### config.mk
export PLATFORM = sky130hd
export DESIGN_NAME = irq_vec_ctrl
export DESIGN_NICKNAME = d
export VERILOG_FILES = /design/src/rtl/irq_pkg.sv /design/src/rtl/irq_flag_bank.sv /design/src/rtl/irq_mf_merge.sv /design/src/rtl/irq_prio_arb.sv /design/src/rtl/irq_vec_ctrl.sv
export SDC_FILE = /design/constraint.sdc
export NUM_CORES = 1
export LEC_CHECK = 0
export ABC_AREA = 1
export BUFFER_PORTS_ARGS = -buffer_cell sky130_fd_sc_hd__buf_2
export CORE_MARGIN = 2
export CORE_UTILIZATION = 46
export DETAILED_ROUTE_END_ITERATION = 7
export PLACE_DENSITY = 0.75
export SYNTH_ARGS = -nofsm -noshare
export SYNTH_HDL_FRONTEND = slang
export SYNTH_SLANG_ARGS = --single-unit
export TNS_END_PERCENT = 100
### constraint.sdc
create_clock -name clk -period 1.1 [get_ports clk]
set_input_delay 0.165 -clock clk [delete_from_list [all_inputs] [get_ports clk]]
set_output_delay 0.165 -clock clk [all_outputs]
set_load 0.03 [all_outputs]
### src/rtl/irq_pkg.sv
package irq_pkg;

    localparam int N_SRC = 6;
    localparam int N_SUB = 3;

    typedef enum logic [0:0] {
        ST_IDLE = 1'b0,
        ST_PEND = 1'b1
    } irq_state_e;

    typedef enum logic [1:0] {
        SEL_CTL  = 2'd0,
        SEL_FLG  = 2'd1,
        SEL_MFC  = 2'd2,
        SEL_NONE = 2'd3
    } reg_sel_e;

endpackage

### src/rtl/irq_flag_bank.sv
module irq_flag_bank #(
    parameter int N = 6
) (
    input  logic         clk,
    input  logic         rst_n,
    input  logic [N-1:0] hw_set,
    input  logic [N-1:0] ack_clr,
    input  logic         flg_wr,
    input  logic [N-1:0] flg_val,
    input  logic         ctl_wr,
    input  logic [N-1:0] en_val,
    input  logic         master_val,
    input  logic         master_clr,
    output logic [N-1:0] flg,
    output logic [N-1:0] en,
    output logic         master
);

    // Per-source flag and enable cells
    for (genvar i = 0; i < N; i++) begin : g_cell
        // flag: hardware set beats acknowledge clear beats software write
        always_ff @(posedge clk or negedge rst_n) begin
            if (!rst_n)
                flg[i] <= 1'b0;
            else if (hw_set[i])
                flg[i] <= 1'b1;
            else if (ack_clr[i])
                flg[i] <= 1'b0;
            else if (flg_wr)
                flg[i] <= flg_val[i];
        end

        always_ff @(posedge clk or negedge rst_n) begin
            if (!rst_n)
                en[i] <= 1'b0;
            else if (ctl_wr)
                en[i] <= en_val[i];
        end
    end

    // Master enable: acknowledge clear wins over a write in the same cycle
    always_ff @(posedge clk or negedge rst_n) begin
        if (!rst_n)
            master <= 1'b0;
        else if (master_clr)
            master <= 1'b0;
        else if (ctl_wr)
            master <= master_val;
    end

endmodule

### src/rtl/irq_mf_merge.sv
module irq_mf_merge #(
    parameter int N_SUB = 3
) (
    input  logic             clk,
    input  logic             rst_n,
    input  logic [N_SUB-1:0] sub_evt,
    input  logic             mfc_wr,
    input  logic [N_SUB-1:0] sen_val,
    input  logic [N_SUB-1:0] sflg_val,
    output logic [N_SUB-1:0] sub_en,
    output logic [N_SUB-1:0] sub_flg,
    output logic             mf_set
);

    for (genvar j = 0; j < N_SUB; j++) begin : g_sub
        // sub-flag: only a sub-event or a software write changes it
        always_ff @(posedge clk or negedge rst_n) begin
            if (!rst_n)
                sub_flg[j] <= 1'b0;
            else if (sub_evt[j])
                sub_flg[j] <= 1'b1;
            else if (mfc_wr)
                sub_flg[j] <= sflg_val[j];
        end

        always_ff @(posedge clk or negedge rst_n) begin
            if (!rst_n)
                sub_en[j] <= 1'b0;
            else if (mfc_wr)
                sub_en[j] <= sen_val[j];
        end
    end

    // An enabled sub-event raises the combined main flag
    assign mf_set = |(sub_evt & sub_en);

endmodule

### src/rtl/irq_prio_arb.sv
module irq_prio_arb #(
    parameter int N     = 6,
    parameter int IDX_W = (N > 1) ? $clog2(N) : 1
) (
    input  logic [N-1:0]     req,
    output logic             any,
    output logic [IDX_W-1:0] idx
);

    // Lowest index wins: scan downward so the last hit is the lowest
    always_comb begin
        any = 1'b0;
        idx = '0;
        for (int i = N - 1; i >= 0; i--) begin
            if (req[i]) begin
                any = 1'b1;
                idx = IDX_W'(i);
            end
        end
    end

endmodule

### src/rtl/irq_vec_ctrl.sv
module irq_vec_ctrl
    import irq_pkg::*;
#(
    parameter int DW       = 8,
    parameter int VEC_W    = 8,
    parameter int VEC_BASE = 4,
    parameter int VEC_STEP = 4,
    parameter int MF_LSB   = 4
) (
    input  logic             clk,
    input  logic             rst_n,
    input  logic             ext0_evt,
    input  logic             ext1_evt,
    input  logic             tmr0_ovf,
    input  logic             tmr1_ovf,
    input  logic             uart_evt,
    input  logic             tmr2_ovf,
    input  logic             rtc_tick,
    input  logic             tbase_ovf,
    input  logic [1:0]       reg_sel,
    input  logic             reg_wr,
    input  logic [DW-1:0]    reg_wdata,
    output logic [DW-1:0]    reg_rdata,
    input  logic             irq_ack,
    output logic             irq_req,
    output logic [VEC_W-1:0] irq_vec
);

    localparam int N     = N_SRC;
    localparam int IDX_W = $clog2(N_SRC);

    logic [N-1:0]     hw_set, flg, en, pend, ack_clr;
    logic [N_SUB-1:0] sub_evt, sub_en, sub_flg;
    logic             master_q, mf_set, any_pend, ack_fire;
    logic             ctl_wr, flg_wr, mfc_wr;
    logic [IDX_W-1:0] win_idx, gidx_q, gidx_d;
    irq_state_e       state_q, state_d;
    logic             unused_wbits;

    assign unused_wbits = ^{reg_wdata[DW-1], reg_wdata[MF_LSB-1]};

    // Sub-source order sets the sub-flag bit positions 4, 5, 6
    assign sub_evt = {rtc_tick, tbase_ovf, tmr2_ovf};
    assign hw_set  = {mf_set, uart_evt, tmr1_ovf, tmr0_ovf, ext1_evt, ext0_evt};

    assign ctl_wr = reg_wr && (reg_sel == SEL_CTL);
    assign flg_wr = reg_wr && (reg_sel == SEL_FLG);
    assign mfc_wr = reg_wr && (reg_sel == SEL_MFC);

    assign ack_fire = irq_ack && (state_q == ST_PEND);
    assign ack_clr  = ack_fire ? (N'(1) << gidx_q) : '0;

    irq_mf_merge #(.N_SUB(N_SUB)) u_mf (
        .clk      (clk),
        .rst_n    (rst_n),
        .sub_evt  (sub_evt),
        .mfc_wr   (mfc_wr),
        .sen_val  (reg_wdata[N_SUB-1:0]),
        .sflg_val (reg_wdata[MF_LSB +: N_SUB]),
        .sub_en   (sub_en),
        .sub_flg  (sub_flg),
        .mf_set   (mf_set)
    );

    irq_flag_bank #(.N(N)) u_bank (
        .clk        (clk),
        .rst_n      (rst_n),
        .hw_set     (hw_set),
        .ack_clr    (ack_clr),
        .flg_wr     (flg_wr),
        .flg_val    (reg_wdata[N-1:0]),
        .ctl_wr     (ctl_wr),
        .en_val     (reg_wdata[1 +: N]),
        .master_val (reg_wdata[0]),
        .master_clr (ack_fire),
        .flg        (flg),
        .en         (en),
        .master     (master_q)
    );

    assign pend = flg & en & {N{master_q}};

    irq_prio_arb #(.N(N), .IDX_W(IDX_W)) u_arb (
        .req (pend),
        .any (any_pend),
        .idx (win_idx)
    );

    // State register
    always_ff @(posedge clk or negedge rst_n) begin
        if (!rst_n) begin
            state_q <= ST_IDLE;
            gidx_q  <= '0;
        end else begin
            state_q <= state_d;
            gidx_q  <= gidx_d;
        end
    end

    // Transitions: raise, retarget, grant, withdraw
    always_comb begin
        state_d = state_q;
        gidx_d  = gidx_q;
        unique case (state_q)
            ST_IDLE: begin
                if (any_pend) begin
                    state_d = ST_PEND;
                    gidx_d  = win_idx;
                end
            end
            ST_PEND: begin
                if (irq_ack)
                    state_d = ST_IDLE;
                else if (!any_pend)
                    state_d = ST_IDLE;
                else
                    gidx_d = win_idx;
            end
            default: state_d = ST_IDLE;
        endcase
    end

    // Outputs, all from registered state
    always_comb begin
        irq_req = (state_q == ST_PEND);
        irq_vec = '0;
        if (state_q == ST_PEND)
            irq_vec = VEC_W'(VEC_BASE) + VEC_W'(VEC_STEP) * VEC_W'(gidx_q);
    end

    // Register read mux
    always_comb begin
        reg_rdata = '0;
        unique case (reg_sel)
            SEL_CTL: begin
                reg_rdata[0]     = master_q;
                reg_rdata[1 +: N] = en;
            end
            SEL_FLG: reg_rdata[N-1:0] = flg;
            SEL_MFC: begin
                reg_rdata[N_SUB-1:0]      = sub_en;
                reg_rdata[MF_LSB +: N_SUB] = sub_flg;
            end
            default: reg_rdata = '0;
        endcase
    end

endmodule

==> results.md <==
* Clock share of power at approximately a tenth
* Largest net degree at the start of global routing at 24
* CTS Buf Count at 3
* Diode count at 0
* Part of the Yosys area used for sequential elements at slightly above 40%
* Int Power at about 2.2 mW
* Initial antenna violation count at 0
* Startpoint types: register
* Crit Path Class: register to primary output
* Detail Placement HPWL at ~2600 um
* Post-route cell area at between 2000 and 2500 sq um
* Die Wd at about 59 um
* Violated checks: DRC, setup timing
* Worst vdd ir at between 1 and 1.5 mV
* Worst rel slew slack at between 60 and 70%
* Comb pwr share at between 60% and 70%
* Vias at between 1000 and 1500
* Area growth, synth to finish at 50.3%
* Reg clk slew, reported paths at 0.13 ns
* Gr usage total at 25.5%
* Top Ports at 39
* Synth Warn # at 0
* CP max FO at 3
* Max Slew Vio Count at 0
* DRC at 3
* Routed wire length at 4360 um
* Pleak at between 1 and 1.5 nW
* Clock Path Buffers at 2
* Skew-Pair Late Insertion Delay at roughly 0.3 ns
* Final antenna-violating net count at 0
* Sw frac at between 40% and 50%
* Synth area leaders: dfrtp_1, nand2_1, inv_1, ha_1, nand3_2
* Worst slew pin tran at approximately 0.54 ns
* Fraction of layout cells with a size suffix above 1 at around 51%
* Max-capacitance violation count at 0
* Minimum clock period at roughly 1.6 ns
* Drt pass-1 iters at 6
* Switching Power at roughly 1.7 mW
* Final period util at 146%
* Crit path arrival time at roughly 1.5 ns
* Yosys top cell area share at 41.6%
* Syn_area_per_cell at between 8 and 9 sq um
* Clk sink count at 23
* Clock Skews at roughly 0.0097 ns
* Run status: complete, but fails checks
* GR Overflow Total at 0
* Nets at between 200 and 300
* Flop pwr share at between 30% and 40%
* Fmax achieved at roughly 0.62 GHz
* Hold Vio Cnt, Final at 0
* Power Dens Cells at between 1500 and 2000 nW/um^2
* RSZ-0062 raised after global routing: true
* Most common cell after layout, fill and taps aside: nand2_1
* First-pass GRT wire length at 6590 um
* Mapped Cells at 172
* Endpoints failing setup at 22
* Detailed Route Iter0 Violations at 69
* Synth cell types at 28
* Post-Syn Area at roughly 1400 sq um
* Vias in the first global route at 1445
* Die area at around 3500 sq um
* Seq cells post-synth at 23
* Starting Density at 49.4%
* Final setup margin at -0.511 ns
* Die height at 58.9 um
* GP Congestion at roughly 0.86
* Area leader, netlist: dfrtp_1
* H-Tree Depth at 1
* Total chip power at roughly 4 mW
* Clock root cell: clkbuf_4
* Hold Crit Class: input pin to register
* Avg WL per Cell at roughly 16 um
* PortBufs at 32
* WP data required at between 0.9 and 1 ns
* Setup WS pre-CTS at -0.157 ns
* Area of the core at 2810 sq um
* Commonest non-fill, non-tap cells in the layout: nand2_1, buf_4, dfrtp_1, buf_2, inv_2
* DR vias/cell at around 5.4
* Row count at 19
* Crit. End Element: primary output
* TritonCTS clock tree: done
* Placed cell area at 1670 sq um
layer usage:
metal | track usage [%] | routed length [um]
met3 | 4.18 | 301
met1 | 31.5 | 1690
met5 | 0 | 0
met4 | 12.7 | 167
met2 | 43.0 | 2200
Yosys cell counts:
cell      count
a22o_1        1
a31o_1        1
buf_4         5
buf_6         2
ha_1          5
o21ai_2       3
clkinv_2      1
nor2_1        7
inv_2         2
conb_1        1
dfrtp_1      23
nand3_1       4
o21ai_1       4
nor2_4        2
nor3_1        2
o21bai_1      3
or2_0         1
a21oi_1       4
a21boi_1      1
o221ai_1      2
nand3_2       6
nor4_1        1
nand4_1       1
nand2_2       6
o21ai_0      11
nand2_1      46
o211ai_1      4
inv_1        23
logic make-up (layout without fill, tap and decap cells):
family	Yosys count	after routing	synth area share, %
other	1	5	0.271
buffers and inverters	33	98	11.5
DFF	23	23	41.6
and+or+nand+nor	76	76	26.6
adders and majority gates	5	5	4.52
AOI/OAI and AO/OA	34	34	15.6
power groups by stage:
stage | clock [mW] | combinational (mW) | sequential [mW]
floorplan | 0 | 0.967 | 1.17
global placement | 0 | 1.37 | 1.18
detailed placement | 0 | 1.42 | 1.19
CTS | 0.390 | 2.05 | 1.15
global route | 0.431 | 2.49 | 1.19
finish | 0.387 | 2.34 | 1.17
metrics by stage:
| stage | cells | setup TNS (ns) | utilization [%] | hold slack, ns |
|---|---|---|---|---|
| 2_1_floorplan | 176 | -0.192 | - | -0.131 |
| 3_3_place_gp | 244 | -0.621 | 59.5 | 0.156 |
| 3_5_place_dp | 244 | -1.09 | 59.5 | 0.165 |
| 4_1_cts | 268 | -3.04 | 71.9 | 0.0359 |
| 5_1_grt | 272 | -5.33 | 74.2 | 0.0371 |
| 6_report | 272 | -4.22 | 74.2 | 0.0455 |
final timing paths:
kind	start	to	slack, ns	cells past startpoint
max	gidx_q[1]	irq_vec[4]	-0.51	4
min in group asynchronous	rst_n	u_bank.en[3]	0.36	2
min	tmr1_ovf	u_bank.flg[3]	0.05	2
max in group asynchronous	rst_n	irq_req	0.36	2
min reg2reg	u_bank.en[4]	u_bank.en[4]	0.53	2
max reg2reg	gidx_q[0]	u_bank.flg[5]	-0.25	7
state kept, by name, summed over array words and instances (netlist names):
name and count:
u_mf.sub_flg 3, u_mf.sub_en 3, u_bank.flg 6, gidx_q 3, u_bank.en 6, irq_req 1
u_bank.master 1
critical path, stage by stage, from the launching register on:
cell and delay, ns:
dfrtp_1 0.45, ha_2 0.22, ha_4 0.23, nor2_4 0.11, buf_6 0.14
final cells by class:
class / instances / area [sq um]
Timing Repair Buffer: 68 / 504
Clock buffer: 4 / 26.3
Fill cell: 196 / 723
Inverter: 26 / 101
Tap cell: 31 / 38.8
Multi-Input combinational cell: 120 / 833
Sequential cell: 23 / 578
repair_timing:
item | in CTS | in global routing
setup buffers | 19 | 5
setup endpoints to repair | 21 | 23
gates resized for setup | 49 | 11
hold endpoints to repair | 23 | 0
hold buffers | 1 | 0
pin swaps | 18 | 8
No activity file was read; power rests on OpenSTA's default activity.
